`config.mk`:
```
export PLATFORM = sky130hd
export DESIGN_NAME = aud_irq_agg
export DESIGN_NICKNAME = d
export VERILOG_FILES = /design/src/rtl/aud_irq_pkg.sv /design/src/rtl/aud_irq_src.sv /design/src/rtl/aud_irq_merge.sv /design/src/rtl/aud_irq_deliver.sv /design/src/rtl/aud_irq_agg.sv
export SDC_FILE = /design/constraint.sdc
export NUM_CORES = 1
export LEC_CHECK = 0
export BUFFER_PORTS_ARGS = -buffer_cell sky130_fd_sc_hd__buf_4
export CAP_MARGIN = 20
export CORE_AREA = 2 2 133 135
export DETAILED_ROUTE_END_ITERATION = 10
export DIE_AREA = 0 0 135 137
export GPL_TIMING_DRIVEN = 0
export HOLD_SLACK_MARGIN = 0.12
export MAX_ROUTING_LAYER = met4
export PLACE_DENSITY_LB_ADDON = 0.1
export SKIP_CTS_REPAIR_TIMING = 1
export SYNTH_ARGS = -nofsm -noshare
export SYNTH_HDL_FRONTEND = slang
export SYNTH_SLANG_ARGS = --single-unit
```
`constraint.sdc`:
```
create_clock -name clk -period 2.1 [get_ports clk]
set_input_delay 0 -clock clk [delete_from_list [all_inputs] [get_ports clk]]
set_output_delay 0 -clock clk [all_outputs]
set_load 0.01 [all_outputs]
```
`src/rtl/aud_irq_pkg.sv`:
```
package aud_irq_pkg;
  localparam int WORD_W         = 32;
  localparam int CTRL_BIT       = 30;
  localparam int GLOBAL_BIT     = 31;
  localparam int STREAM_IRQ_BIT = 26;
  localparam int RING_IRQ_CLR   = 0;
  localparam int RING_OVR_CLR   = 1;

  localparam logic [2:0] SEL_RING   = 3'd0;
  localparam logic [2:0] SEL_CODEC  = 3'd1;
  localparam logic [2:0] SEL_WAKE   = 3'd2;
  localparam logic [2:0] SEL_MASK   = 3'd3;
  localparam logic [2:0] SEL_STREAM = 3'd4;
endpackage

```
`src/rtl/aud_irq_src.sv`:
```
module aud_irq_src
  import aud_irq_pkg::*;
#(
  parameter int NCODEC = 4
) (
  input  logic                clk,
  input  logic                rst,
  input  logic [NCODEC-1:0]   codec_present,
  input  logic                wr_en,
  input  logic [2:0]          wr_sel,
  input  logic [WORD_W-1:0]   wr_data,
  input  logic                ring_irq_evt,
  input  logic                ring_ovr_evt,
  input  logic [NCODEC-1:0]   wake_evt,
  output logic                ring_irq_q,
  output logic                ring_ovr_q,
  output logic [NCODEC-1:0]   state_q,
  output logic [NCODEC-1:0]   wake_en_q,
  output logic [WORD_W-1:0]   mask_q,
  output logic                reeval_q
);
  logic wr_ring, wr_codec, wr_wake, wr_mask, wr_known, any_evt;

  always_comb begin
    wr_ring  = wr_en && (wr_sel == SEL_RING);
    wr_codec = wr_en && (wr_sel == SEL_CODEC);
    wr_wake  = wr_en && (wr_sel == SEL_WAKE);
    wr_mask  = wr_en && (wr_sel == SEL_MASK);
    wr_known = wr_en && (wr_sel <= SEL_STREAM);
    any_evt  = ring_irq_evt || ring_ovr_evt || (|wake_evt);
  end

  always_ff @(posedge clk) begin
    if (rst) begin
      ring_irq_q <= 1'b0;
      ring_ovr_q <= 1'b0;
      state_q    <= codec_present;
      wake_en_q  <= '0;
      mask_q     <= '0;
      reeval_q   <= 1'b1;
    end else begin
      ring_irq_q <= ring_irq_evt | (ring_irq_q & ~(wr_ring & wr_data[RING_IRQ_CLR]));
      ring_ovr_q <= ring_ovr_evt | (ring_ovr_q & ~(wr_ring & wr_data[RING_OVR_CLR]));
      state_q    <= wake_evt | (state_q & ~(wr_codec ? wr_data[NCODEC-1:0] : '0));
      if (wr_wake) wake_en_q <= wr_data[NCODEC-1:0];
      if (wr_mask) mask_q    <= wr_data;
      reeval_q   <= wr_known | any_evt;
    end
  end

  AST_SET_WINS: assert property (@(posedge clk) disable iff (rst)
    ring_irq_evt |=> ring_irq_q);
  AST_RING_W1C: assert property (@(posedge clk) disable iff (rst)
    (wr_ring && wr_data[RING_IRQ_CLR] && !ring_irq_evt) |=> !ring_irq_q);
  AST_WAKE_SETS: assert property (@(posedge clk) disable iff (rst)
    (|wake_evt) |=> ((state_q & $past(wake_evt)) == $past(wake_evt)));
endmodule

```
`src/rtl/aud_irq_merge.sv`:
```
module aud_irq_merge
  import aud_irq_pkg::*;
#(
  parameter int NSTREAM = 8,
  parameter int NCODEC  = 4
) (
  input  logic [NSTREAM*WORD_W-1:0] stream_ctl,
  input  logic                      ring_irq,
  input  logic                      ring_ovr,
  input  logic [NCODEC-1:0]         state,
  input  logic [NCODEC-1:0]         wake_en,
  input  logic [WORD_W-1:0]         mask,
  output logic [WORD_W-1:0]         sts_next,
  output logic                      level_next
);
  logic [NSTREAM-1:0] stream_bits;
  logic [WORD_W-1:0]  src;
  logic               ctrl, summary;

  for (genvar g = 0; g < NSTREAM; g++) begin : g_stream
    assign stream_bits[g] = stream_ctl[g*WORD_W + STREAM_IRQ_BIT];
  end

  always_comb begin
    ctrl = ring_irq | ring_ovr | (|(state & wake_en));
    src = '0;
    src[NSTREAM-1:0] = stream_bits;
    src[CTRL_BIT] = ctrl;
    summary = |(src & mask);
    sts_next = src;
    sts_next[GLOBAL_BIT] = summary;
    level_next = summary & mask[GLOBAL_BIT];
  end
endmodule

```
`src/rtl/aud_irq_deliver.sv`:
```
module aud_irq_deliver (
  input  logic clk,
  input  logic rst,
  input  logic level_q,
  input  logic msi_mode,
  output logic irq_line,
  output logic msi_pulse
);
  logic level_prev;

  always_ff @(posedge clk) begin
    if (rst) begin
      level_prev <= 1'b0;
      irq_line   <= 1'b0;
      msi_pulse  <= 1'b0;
    end else begin
      level_prev <= level_q;
      irq_line   <= level_q & ~msi_mode;
      msi_pulse  <= msi_mode & level_q & ~level_prev;
    end
  end

  AST_PULSE_SINGLE: assert property (@(posedge clk) disable iff (rst)
    msi_pulse |=> !msi_pulse);
  AST_LINE_QUIET: assert property (@(posedge clk) disable iff (rst)
    msi_mode |=> !irq_line);
  AST_LINE_FOLLOWS: assert property (@(posedge clk) disable iff (rst)
    !msi_mode |=> (irq_line == $past(level_q)));
endmodule

```
`src/rtl/aud_irq_agg.sv`:
```
module aud_irq_agg
  import aud_irq_pkg::*;
#(
  parameter int NSTREAM = 8,
  parameter int NCODEC  = 4
) (
  input  logic                      clk,
  input  logic                      rst,
  input  logic [NCODEC-1:0]         codec_present,
  input  logic                      wr_en,
  input  logic [2:0]                wr_sel,
  input  logic [WORD_W-1:0]         wr_data,
  input  logic                      ring_irq_evt,
  input  logic                      ring_ovr_evt,
  input  logic [NCODEC-1:0]         wake_evt,
  input  logic [NSTREAM*WORD_W-1:0] stream_ctl,
  input  logic                      msi_mode,
  output logic [WORD_W-1:0]         int_sts,
  output logic                      irq_line,
  output logic                      msi_pulse
);
  localparam logic [WORD_W-1:0] LIVE_MASK =
    ((WORD_W'(1) << NSTREAM) - WORD_W'(1)) | (WORD_W'(3) << CTRL_BIT);

  logic                ring_irq_q, ring_ovr_q, reeval_q, level_q, level_next;
  logic [NCODEC-1:0]   state_q, wake_en_q;
  logic [WORD_W-1:0]   mask_q, sts_next;

  aud_irq_src #(.NCODEC(NCODEC)) u_src (
    .clk(clk), .rst(rst), .codec_present(codec_present),
    .wr_en(wr_en), .wr_sel(wr_sel), .wr_data(wr_data),
    .ring_irq_evt(ring_irq_evt), .ring_ovr_evt(ring_ovr_evt), .wake_evt(wake_evt),
    .ring_irq_q(ring_irq_q), .ring_ovr_q(ring_ovr_q), .state_q(state_q),
    .wake_en_q(wake_en_q), .mask_q(mask_q), .reeval_q(reeval_q)
  );

  aud_irq_merge #(.NSTREAM(NSTREAM), .NCODEC(NCODEC)) u_merge (
    .stream_ctl(stream_ctl), .ring_irq(ring_irq_q), .ring_ovr(ring_ovr_q),
    .state(state_q), .wake_en(wake_en_q), .mask(mask_q),
    .sts_next(sts_next), .level_next(level_next)
  );

  always_ff @(posedge clk) begin
    if (rst) begin
      int_sts <= '0;
      level_q <= 1'b0;
    end else if (reeval_q) begin
      int_sts <= sts_next;
      level_q <= level_next;
    end
  end

  aud_irq_deliver u_deliver (
    .clk(clk), .rst(rst), .level_q(level_q), .msi_mode(msi_mode),
    .irq_line(irq_line), .msi_pulse(msi_pulse)
  );

  AST_STS_HOLD: assert property (@(posedge clk) disable iff (rst)
    !reeval_q |=> $stable(int_sts));
  AST_UNUSED_ZERO: assert property (@(posedge clk) disable iff (rst)
    (int_sts & ~LIVE_MASK) == '0);
  AST_GLOBAL_NEEDS_SRC: assert property (@(posedge clk) disable iff (rst)
    int_sts[GLOBAL_BIT] |-> (int_sts[GLOBAL_BIT-1:0] != '0));
endmodule

```
==> results of run 1 <==
## worst max-delay path: cells and delay by family
kind                   cells  cell delay [ps]
buffers and inverters      4             1820
AND/OR/NAND/NOR            2              230
## sequential cells by signal (all words and copies together), names as in the netlist
register,flops
u_src.state_q,4
u_src.wake_en_q,4
u_src.mask_q,10
level_q,1
u_src.reeval_q,1
u_src.ring_irq_q,1
u_deliver.irq_line,1
u_deliver.level_prev,1
u_src.ring_ovr_q,1
int_sts,10
u_deliver.msi_pulse,1
## layout by cell type (no fill, tap or decap), drive strengths merged, types with 2 or more instances in the layout
master and instances:
a22oi 2, dfxtp 35, conb 22, a21boi 5, nor2 14, o31a 4, o21ai 3, nand2b 4
a311oi 3, clkbuf 6, a21oi 12, clkinv 2, dlygate4sd3 31, nand2 21, a222oi 2, and4bb 2
inv 4, buf 73, nor2b 2, mux2i 13
## cell families (layout without fill, tap and decap cells)
logic type | Yosys count | after routing | synth area share [%]
other | 1 | 22 | 0.2453
muxes | 13 | 13 | 8.510
and+or+nand+nor | 51 | 51 | 16.61
buffers and inverters | 33 | 117 | 13.99
AOI/OAI and AO/OA | 33 | 33 | 14.81
DFF | 35 | 35 | 45.83
## cell type report
cell class,count,area (µm²),area share [%]
Clock buffer,5,125.1,4.623
Timing Repair Buffer,76,648.1,23.95
Clock inverter,3,43.79,1.618
Multi-Input combinational cell,119,693.2,25.61
Sequential cell,35,700.7,25.89
Tap cell,225,281.5,10.40
Inverter,4,15.01,0.5548
Buffer,29,198.9,7.351
## per-layer routing
layer  vias to the layer above  wire length (µm)  share of wire (%)
li1                        735                 -                  -
met1                       653              2439                 45
met2                        35              2648                 49
met3                         8               191                3.5
met4                         0               113                2.1
met5                         -                 0                  0
## report_power, final
group	total (mW)	switching, mW	internal (mW)
Clock	0.859	0.300	0.560
Sequential	0.705	0.0146	0.690
Combinational	0.256	0.106	0.150
## metrics by stage
step                power (mW)  cells  area (µm²)
floorplan               0.8253    187        1608
finish                   1.820    496        2706
global placement        0.9346    457        2227
global route             1.909    496        2706
detailed placement      0.9343    457        2227
CTS                      1.821    465        2396
## worst paths after layout
check | start | end | slack [ps]
max | ring_irq_evt | u_src.reeval_q | 220
min | rst | u_deliver.level_prev | 90
max reg2reg | u_src.state_q[3] | u_src.state_q[3] | 740
min reg2reg | u_src.mask_q[0] | u_src.mask_q[0] | 460
==> results.txt, run 1 <==
- Worst setup timing slack at the placement stage: 904.8 ps
- Crit path cell chain: dlygate4sd3_1 > buf_4 > nor3_1 > dlygate4sd3_1 > nand3_1 > dlygate4sd3_1
* Global-route wire length before repair: between 7000 and 8000 µm
- At the pin with the least slew margin, the transition time is 565.2 ps.
- The number of failing hold endpoints at the final stage was 0.
* Capturing element type of the critical path: register
- The area growth from synthesis to layout is 77.01%.
- Cells fill 15.87% of the core in the end.
* Largest stage delay on the critical path: 570 ps
- The first routing iteration left 21 violations.
- The tree built by TritonCTS fans out to 35 sinks.
- Counting flops with a built-in enable in the synthesized netlist gives 0.
* Largest net degree at the start of global routing: 13
- Leakage power summed over all cells: 1.195 nW
- Final worst slack: 218.9 ps
* Remaining DRCs: 0
- Horizontal die dimension: 135 µm
- Root buffer selected by CTS: sky130_fd_sc_hd__clkbuf_16
- No sink is reached through more buffers than the 2 on the longest clock path.
- By count the netlist is led by 35 x sky130_fd_sc_hd__dfxtp_1, 22 x sky130_fd_sc_hd__buf_4, 21 x sky130_fd_sc_hd__nand2_1.
* Power density over the cells: 672.6 nW/µm²
- TritonCTS clock tree: yes
* Top Usage Layer GRT: met2
* Global routing usage summed across all routing layers: 5.961%
- Synth top area share: roughly 46%
- After synthesis, the share of flip-flops with an asynchronous set or reset is 0%.
- VDD sags by at most 0.0002549 V.
- In the final design database the tool counted 575 nets.
- Filler cell count in the final layout: 1967
- Summed over all nets, the half-perimeter wirelength after detailed placement is roughly 4200 µm.
* Number of antenna violations at the first check in global routing: 0
- For this run the aggregate overflow at the end of global routing stands at 0.
- Measured against its own limit, the worst slew margin works out to 62.12%.
- The worst hold path was traced through 2 stages.
* Final setup vio count: 0
* Cell types occupying the most area after synthesis: sky130_fd_sc_hd__dfxtp_1 46%, sky130_fd_sc_hd__buf_4 11%, sky130_fd_sc_hd__mux2i_1 8.5%
- By instance count, the leading cell after synthesis is sky130_fd_sc_hd__dfxtp_1.
* Part of the Yosys area used for sequential elements: 45.83%
- For this run, global-route usage on met2 was measured as roughly a tenth.
* Via count of the first global-routing pass: about 1300
- Starting utilization of the core area: 8.964%
- Setup repair after global routing left no endpoint under its margin.
- Dividing the detail-routed via count by the number of cells gives 2.885.
- The tool flagged a number of max-cap violations equal to 0.
- The flow ran to the end, and the final reports show no timing, DRC or antenna violations.
- Number of nets with antenna violations after routing: 0
* Ports: approximately 340
- In this run the worst hold path is classified as in2reg.
- Fraction of layout cells with a size suffix above 1: a little under a third
- Of all nets on the critical path, the largest fanout is 2.
- Cell repeated most along the worst path: sky130_fd_sc_hd__dlygate4sd3_1
* Count of cell types in the netlist: 31
- The H-tree generated during clock tree synthesis spans 2 levels.
* Post-synthesis cell type with the largest combined area: sky130_fd_sc_hd__dfxtp_1
- CTS buffer count: 5
- Routed wirelength normalized by instance count: around 11 µm
- Mean area per synthesized cell: 9.211 µm²
- Cell at the slowest stage of the critical path: sky130_fd_sc_hd__dlygate4sd3_1
* First drt pass iteration count: 4
- Final hold analysis gives a worst-case slack of 88.18 ps.
* Final Max Tran Viols: 0
- Final worst path period share: 89.58%
- Total die area: 18500 µm²
* Routed vias: 1431
- The routed design has 5392 µm of wire.
* Gate count of the mapped netlist: 166
- Height of the die: 137 µm
- Number of cells traversed by the worst register-to-register path: 3
* Global routing met1 resource utilization: under 10%
* Antenna Diode Count: 0
- The cell area that synthesis handed to floorplanning was 1529 µm².
- The worst setup path is launched from an input port.
* Top_reg_cell synth: sky130_fd_sc_hd__dfxtp_1
* Min Clock Period, post-route: 1881 ps
- The core region is 17060 µm².
* Final Wtd Congestion: 0.6403
- In this run the core area contains 48 standard-cell rows.
* Worst clock skew: about 11 ps
- STA puts the critical path data required time at 2270 ps.
- For the final routed database, the setup TNS stands at 0 ps.
- Max Freq: 0.5316 GHz
- Setup CP Type: in2reg
- Register clock-pin slew on the reported worst setup and hold paths: 50 ps
* Worst-skew pair later-pin latency: 290 ps
- Synthesized flop and latch total: 35
- GRT met3 Usage: 1.259%
- Data arrives at the worst endpoint at 2050 ps.
* Number of warnings printed during yosys synthesis: 0
- During placement, the flow inserted port buffers numbering 45.
No activity file was read; power rests on OpenSTA's default activity.
==> run 2, diff against run 1 <==
--- a/config.mk
+++ b/config.mk
@@ -5,11 +5,11 @@
 export SDC_FILE = /design/constraint.sdc
 export NUM_CORES = 1
 export LEC_CHECK = 0
-export BUFFER_PORTS_ARGS = -buffer_cell sky130_fd_sc_hd__buf_4
 export CAP_MARGIN = 20
-export CORE_AREA = 2 2 133 135
+export CORE_AREA = 2 2 131 133
 export DETAILED_ROUTE_END_ITERATION = 10
-export DIE_AREA = 0 0 135 137
+export DIE_AREA = 0 0 133 135
+export DONT_BUFFER_PORTS = 1
 export GPL_TIMING_DRIVEN = 0
 export HOLD_SLACK_MARGIN = 0.12
 export MAX_ROUTING_LAYER = met4
==> constraint.sdc (replaced) <==
create_clock -name clk -period 1.86 [get_ports clk]
set_input_delay 0 -clock clk [delete_from_list [all_inputs] [get_ports clk]]
set_output_delay 0 -clock clk [all_outputs]
set_load 0.01 [all_outputs]
==> run 2 against run 1 <==
  * Final cell count decreased by 9.3%
  * Total power increased by 5.8%
  * Die area decreased by 2.9%
  * Clock-buffer cell count increased by 3
==> results.txt, run 2 (synthesized netlist as in run 1, its figures left out) <==
* Outcome: finished clean (unchanged)
- Rows: 47 (was 48)
- The endpoint required time on the critical path was 2040 ps (was 2270 ps).
- Height of the die: 135 µm (was 137 µm)
* Number of cells traversed by the worst register-to-register path: 3 (unchanged)
* Crit path cell chain: dlygate4sd3_1 > or4b_1 > o21ai_1 > a21oi_1 > dlygate4sd3_1 (was dlygate4sd3_1 > buf_4 > nor3_1 > dlygate4sd3_1 > nand3_1 > dlygate4sd3_1)
- Final Util: 14.47% (was 15.87%)
- The total global routing overflow is 0 (unchanged).
- The nature of the critical path startpoint was an input port (unchanged).
- The clock latency on the worst-skew pair is 290 ps (about the same).
* Number of antenna violations at the first check in global routing: 2 (was 0)
- The first-pass GRT wire length is 7955 µm (was 7576 µm).
- First drt pass iteration count: 4 (unchanged)
- The CTS tree is yes (unchanged).
* Hold Crit Class: in2reg (unchanged)
- The total power of the final layout came to 1.926 mW (was 1.820 mW).
- The cell with the largest stage delay on the worst path is sky130_fd_sc_hd__dlygate4sd3_1 (unchanged).
- Worst-margin pin slew: 539.2 ps (was 565.2 ps)
- The endpoint of the worst-slack reg-to-reg timing path was u_src.state_q[2] (was u_src.state_q[3]).
* Worst clock skew: 2.609 ps (was 10.61 ps)
- The effective utilization at floorplan was 9.319% (was 8.964%).
- Min Clock Period, post-route: around 1600 ps
- The setup-violating endpoint count in the final report was 0 (unchanged).
- Count of buffers inserted at the top-level ports: 0 (was 45)
- The via density per instance was 2.907 (was 2.885).
- Number of clock sinks: 35 (unchanged)
- Largest registers: int_sts x10, u_src.mask_q x10 (unchanged)
- The maximum fanout count along the critical path was 6 (was 2).
* Routed vias: 1308 (was 1431)
- Leakage power summed over all cells: 0.9718 nW (was 1.195 nW)
- The most frequent standard cell in the layout excluding fill and tap cells is sky130_fd_sc_hd__dfxtp_1 (was sky130_fd_sc_hd__buf_4).
- The cell with the most instances on the worst path is sky130_fd_sc_hd__dlygate4sd3_1 (unchanged).
- Power density over the cells: 810.9 nW/µm² (was 672.6 nW/µm²)
- Commonest cells after routing, fill and taps aside: 35 x sky130_fd_sc_hd__dfxtp_1, 33 x sky130_fd_sc_hd__dlygate4sd3_1, 22 x sky130_fd_sc_hd__buf_4, 22 x sky130_fd_sc_hd__conb_1, 21 x sky130_fd_sc_hd__nand2_1 (was 67 x sky130_fd_sc_hd__buf_4, 35 x sky130_fd_sc_hd__dfxtp_1, 31 x sky130_fd_sc_hd__dlygate4sd3_1)
- The worst-case vdd ir drop is 0.0002585 V (was 0.0002549 V).
- Setup CP Type: in2reg (unchanged)
- Global routing usage summed across all routing layers: 6.612% (was 5.961%)
* Ports: 339 (unchanged)
- Cell total after placement: 407 (was 457)
- Largest net degree at the start of global routing: 11 (was 13)
* Number of levels in the clock H-tree: 2 (unchanged)
- The buffer depth of the longest clock path came to 2 (unchanged).
- The beginning of the worst register-to-register path is u_src.state_q[2] (was u_src.state_q[3]).
* Final Wtd Congestion: 0.6316 (was 0.6403)
* Final worst slack: 245.2 ps (was 218.9 ps)
- The destination of the critical timing path is u_src.ring_irq_q (was u_src.reeval_q).
- The clock root buffer master was sky130_fd_sc_hd__clkbuf_16 (unchanged).
* Final Max Tran Viols: 0 (unchanged)
- The number of design rule violations left after detail routing came to 0 (unchanged).
- The number of nets at the end of the flow is 532 (was 575).
- Number of cells on the critical path: 5 (was 6)
- CTS buffer count: 5 (unchanged)
* Worst setup path startpoint: wr_sel[2] (was ring_irq_evt)
- The capturing element type of the critical path is a register (unchanged).
- The number of global-route vias before repair came to 1173 (was 1265).
- WL final: 5857 µm (was 5392 µm)
- The die area is 17960 µm² (was 18500 µm²).
* Fraction of layout cells with a size suffix above 1: 15.79% (was 30.26%)
* Endpoint arrival time on the critical path: 1790 ps (was 2050 ps)
- The number of failing hold endpoints at the final stage is 0 (unchanged).
- Area added between synthesis and finish: 55.32% (was 77.01%)
* Worst setup timing slack at the placement stage: 616.6 ps (was 904.8 ps)
- The largest delay contributor family on the critical path is buffers and inverters (unchanged).
- FF-to-FF setup slack: 520 ps (was 740 ps)
* Number of buffers and inverters on the critical path: 2 (was 4)
* Final non-filler cell area: 2375 µm² (was 2706 µm²)
- DR iter-0 viols: 42 (was 21)
- Number of nets with antenna violations after routing: 0 (unchanged)
- The half-perimeter wire length of the detailed placement result came to 4290 µm (was 4193 µm).
- The headroom to the max-slew limit is 63.86% (was 62.12%).
- Register clock-pin slew on the reported worst setup and hold paths: 60 ps (was 50 ps)
* Horizontal die dimension: 133 µm (was 135 µm)
- The final critical path takes up 86.82% of the cycle.
- The placed standard-cell area was 1883 µm² (was 2227 µm²).
* Setup repair after global routing missed its margin: no (unchanged)
- Final standard cell count with taps included and fillers excluded: 450 (was 496)
* Routed wirelength normalized by instance count: 13.02 µm (was 10.87 µm)
- Count of max-cap constraint violations: 0 (unchanged)
- The core area is 16410 µm² (was 17060 µm²).
- Min Hold Slack: 140.0 ps (was 88.18 ps)
- Largest stage delay on the critical path: 560 ps (was 570 ps)
- The total negative setup slack was 0 ps (unchanged).
* Max Freq: approximately 0.62 GHz
run 2: where the power goes:
part / total (mW) / leakage [nW] / switching (mW) / internal, mW
Combinational: 0.207 / 0.607 / 0.0924 / 0.115
Sequential: 0.806 / 0.287 / 0.0262 / 0.780
Clock: 0.913 / 0.0772 / 0.342 / 0.571
run 2: how the worst min path moves through the flow:
stage | slack, ps | cells after the start | to | from
after floorplan | 70 | 1 | u_deliver.irq_line | msi_mode
after global placement | 80 | 1 | u_deliver.irq_line | msi_mode
after detailed placement | 80 | 1 | u_deliver.irq_line | msi_mode
after CTS | -240 | 1 | u_deliver.irq_line | msi_mode
after global routing | 190 | 2 | u_deliver.level_prev | rst
final | 140 | 2 | u_deliver.level_prev | rst
run 2: cell type report:
class                           instances  area, µm²
Antenna cell                            2      5.005
Timing Repair Buffer                   33      330.3
Buffer                                 29      198.9
Multi-Input combinational cell        119      693.2
Clock buffer                            8      156.4
Inverter                                4      15.01
Tap cell                              220      275.3
Fill cell                            1880      14030
Sequential cell                        35      700.7
run 2: worst register-to-register path, delay by kind of cell (launching register included):
family | cells | cell delay [ps]
buffers and inverters | 1 | 550
AO/OA/AOI/OAI | 2 | 360
flip-flops | 1 | 320
run 2: metal layers:
metal | vias up | global-route usage, % | routed length [µm]
li1 | 656 | - | -
met1 | 603 | 6.966 | 2545
met2 | 42 | 9.614 | 2674
met3 | 7 | 4.017 | 503
met4 | 0 | 3.584 | 133
met5 | - | - | 0
==> run 3, diff against run 2 <==
--- a/config.mk
+++ b/config.mk
@@ -13,7 +13,7 @@
 export GPL_TIMING_DRIVEN = 0
 export HOLD_SLACK_MARGIN = 0.12
 export MAX_ROUTING_LAYER = met4
-export PLACE_DENSITY_LB_ADDON = 0.1
+export PLACE_DENSITY = 0.3
 export SKIP_CTS_REPAIR_TIMING = 1
 export SYNTH_ARGS = -nofsm -noshare
 export SYNTH_HDL_FRONTEND = slang
==> run 3 against run 2 <==
  * Via count shrank 2.2%
  * Largest cell class unchanged
  * Register-to-register slack lost 20 ps
  * Sequential cell count is the same
  * Total power shrank 3.0%
  * Sequential power is essentially flat
  * Combinational power shrank 2%
  * Maximum frequency grew 18%
  * Clock-buffer cell count shrank 3
  * Final cell count shrank 0.44%
  * Critical path depth shrank 1
  * Routed wire length shrank 8.7%
  * Setup slack gained 240 ps
  * Highest routed layer unchanged
==> results.txt, run 3 (synthesized netlist as in run 1, its figures left out) <==
- Nets: 530 (was 532)
* Worst-margin pin slew: 560.0 ps (was 539.2 ps)
* Top cell family by delay on the critical path: buffers and inverters (unchanged)
- Number of nets with antenna violations after routing: 0 (unchanged)
* Final standard cell count with taps included and fillers excluded: 448 (was 450)
- Final sum of negative setup slack: 0 ps (unchanged)
* Launching element type of the critical path: input port (unchanged)
- The first-pass GRT wire length came to 7534 µm (was 7955 µm).
* Final worst slack: 485.9 ps (was 245.2 ps)
- R2r endpoint: u_src.state_q[3] (was u_src.state_q[2])
- The register-to-register setup slack is 500 ps (was 520 ps).
- The leakage power was 0.9552 nW (was 0.9718 nW).
* Number of clock sinks: 35 (unchanged)
* Launch point of the worst reg-to-reg path: u_src.state_q[3] (was u_src.state_q[2])
- Height of the die: 135 µm (unchanged)
- The maximum clock rate came to 0.7277 GHz (was 0.6193 GHz).
- IR Drop Worst-Case VDD: 0.0002620 V (was 0.0002585 V)
* Routed wirelength normalized by instance count: 11.94 µm (was 13.02 µm)
- The core area was 16410 µm² (unchanged).
* Global route overflow: 0 (unchanged)
* Number of levels in the clock H-tree: 2 (unchanged)
* Rows: 47 (unchanged)
* Share of total power in the clock network: 46.1% (was 47.4%)
- Worst clock skew: 11.46 ps (was 2.609 ps)
* Largest net degree at the start of global routing: 14 (was 11)
- Final Max Tran Viols: 0 (unchanged)
* Number of cells on the worst hold path: 3 (was 2)
- Design internal power: 1.393 mW (was 1.465 mW)
* Most common cell after layout, fill and taps aside: sky130_fd_sc_hd__dfxtp_1 (unchanged)
- The total power of the final layout was 1.868 mW (was 1.926 mW).
- Relative contribution of combinational cells to total power: 10.8% (was 10.7%)
- The headroom to the max-slew limit was 62.47% (was 63.86%).
- TritonCTS clock tree: yes (unchanged)
- Starting utilization of the core area: 9.319% (unchanged)
- Clock buffer depth: 2 (unchanged)
* Worst Min Path Start: wr_sel[2] (was rst)
* Global routing usage summed across all routing layers: 5.931% (was 6.612%)
- The highest cell delay on the worst timing path came to 580 ps (was 560 ps).
* Fraction of layout cells with a size suffix above 1: 16.37% (was 15.79%)
* Setup CP Type: in2reg (unchanged)
- The final instance area came to 2347 µm² (was 2375 µm²).
- The clock slew seen by the registers of the worst setup and hold paths was 70 ps (was 60 ps).
- The switching component of the power was 0.4752 mW (was 0.4603 mW).
- Setup repair after global routing missed its margin: no (unchanged).
* Total die area: 17960 µm² (unchanged)
- The switching share of power is 25.43% (was 23.91%).
* Hold Path Sink: u_src.ring_ovr_q (was u_deliver.level_prev)
- The endpoint required time on the critical path came to 2030 ps (was 2040 ps).
- Capturing element type of the critical path: register (unchanged)
- The path category of the worst min-delay check is in2reg (unchanged).
* Power density over the cells: 796.0 nW/µm² (was 810.9 nW/µm²)
- Crit path cell chain: dlygate4sd3_1 > nor4_1 > nand3_1 > dlygate4sd3_1 (was dlygate4sd3_1 > or4b_1 > o21ai_1 > a21oi_1 > dlygate4sd3_1)
- Largest fanout of any net on the critical path: 2 (was 6)
- The via density per instance was 2.855 (was 2.907).
- The clock root buffer master is sky130_fd_sc_hd__clkbuf_16 (unchanged).
- Largest registers: int_sts x10, u_src.mask_q x10 (unchanged).
- Final setup vio count: 0 (unchanged)
- Total half-perimeter wirelength after legalization and detailed placement: 4052 µm (was 4290 µm)
- Ports: 339 (unchanged)
* Number of buffers and inverters on the critical path: 2 (unchanged)
- The number of global-route vias before repair is 1141 (was 1173).
* Commonest cells after routing, fill and taps aside: 35 x sky130_fd_sc_hd__dfxtp_1, 31 x sky130_fd_sc_hd__dlygate4sd3_1, 22 x sky130_fd_sc_hd__buf_4, 22 x sky130_fd_sc_hd__conb_1, 21 x sky130_fd_sc_hd__nand2_1 (was 35 x sky130_fd_sc_hd__dfxtp_1, 33 x sky130_fd_sc_hd__dlygate4sd3_1, 22 x sky130_fd_sc_hd__buf_4, 22 x sky130_fd_sc_hd__conb_1, 21 x sky130_fd_sc_hd__nand2_1)
- The number of failing hold endpoints at the final stage came to 0 (unchanged).
* Worst-skew pair later-pin latency: 290 ps (about the same)
- Cell repeated most along the worst path: sky130_fd_sc_hd__dlygate4sd3_1 (unchanged)
- The number of antenna violations at the first check in global routing was 2 (unchanged).
- The horizontal die dimension was 133 µm (unchanged).
- WL final: 5350 µm (was 5857 µm)
- Area added between synthesis and finish: 53.52% (was 55.32%)
- The worst-case setup slack after placement was 624.1 ps (was 616.6 ps).
- Cell at the slowest stage of the critical path: sky130_fd_sc_hd__dlygate4sd3_1 (unchanged)
- Sequential Power Share: 43.1% (was 41.8%)
- The DRC violation total after the first TritonRoute iteration is 57 (was 42).
- Number of cells traversed by the worst register-to-register path: 3 (unchanged)
* Area of placed instances: 1883 µm² (unchanged)
* Final worst path period share: 73.88% (was 86.82%)
- Remaining DRCs: 0 (unchanged)
- Min Clock Period, post-route: 1374 ps (was 1615 ps)
* First drt pass iteration count: 4 (unchanged)
* Outcome: finished clean (unchanged)
* Count of buffers inserted at the top-level ports: 0 (unchanged)
- Cell total after placement: 407 (unchanged)
- Routed vias: 1279 (was 1308)
* Endpoint arrival time on the critical path: 1540 ps (was 1790 ps)
- The placer congestion estimate is 0.6573 (was 0.6316).
- Count of max-cap constraint violations: 0 (unchanged)
- The number of clock buffers inserted by TritonCTS was 5 (unchanged).
run 3: cell count changes in the layout (fill, tap and decap cells not counted), sizes merged:
cell,delta
dlygate4sd3,-2
clkinvlp,+2
clkbuf,-3
inv,+1
run 3: worst reg2reg max path, cell delays in order (launching register included):
cell and delay, ps:
sky130_fd_sc_hd__dfxtp_1 320, sky130_fd_sc_hd__a21boi_1 130, sky130_fd_sc_hd__o31a_1 240, sky130_fd_sc_hd__dlygate4sd3_1 560
run 3: routing by layer:
layer / track usage (%) / routed length [µm] / vias up
met1: 6.325 / 2351 / 579
li1: - / - / 653
met4: 2.151 / 62 / 0
met2: 8.549 / 2322 / 42
met3: 4.242 / 614 / 5
met5: - / 0 / -
run 3: power groups by stage:
| stage | combinational [mW] | clock [mW] | sequential [mW] |
|---|---|---|---|
| finish | 0.202 | 0.862 | 0.805 |
| floorplan | 0.118 | 0 | 0.813 |
| detailed placement | 0.139 | 0 | 0.822 |
| global placement | 0.139 | 0 | 0.822 |
| global route | 0.225 | 0.929 | 0.809 |
| CTS | 0.140 | 0.898 | 0.805 |
run 3: final cells by class:
type                            instances  area (µm²)
Antenna cell                            2       5.005
Buffer                                 29       198.9
Clock buffer                            5       125.1
Clock inverter                          3       23.77
Fill cell                            1857       14060
Inverter                                4       15.01
Multi-Input combinational cell        119       693.2
Sequential cell                        35       700.7
Tap cell                              220       275.3
Timing Repair Buffer                   31       310.3
run 3: worst max-delay path by stage:
stage | from | endpoint | cells past startpoint
after detailed placement | u_src.state_q[2] | level_q | 3
after floorplan | u_src.state_q[2] | int_sts[31] | 3
after global placement | u_src.state_q[2] | level_q | 3
after CTS | u_src.state_q[2] | level_q | 3
final | wake_evt[1] | u_src.reeval_q | 4
after global routing | wake_evt[1] | u_src.reeval_q | 4
run 3: stage by stage:
stage                     util [%]  hold WS, ps
after floorplan                  -        71.61
after global placement       11.48        72.47
after detailed placement     11.48        74.98
after CTS                    12.38       -221.8
after global routing         14.31        138.8
final                        14.31        61.50
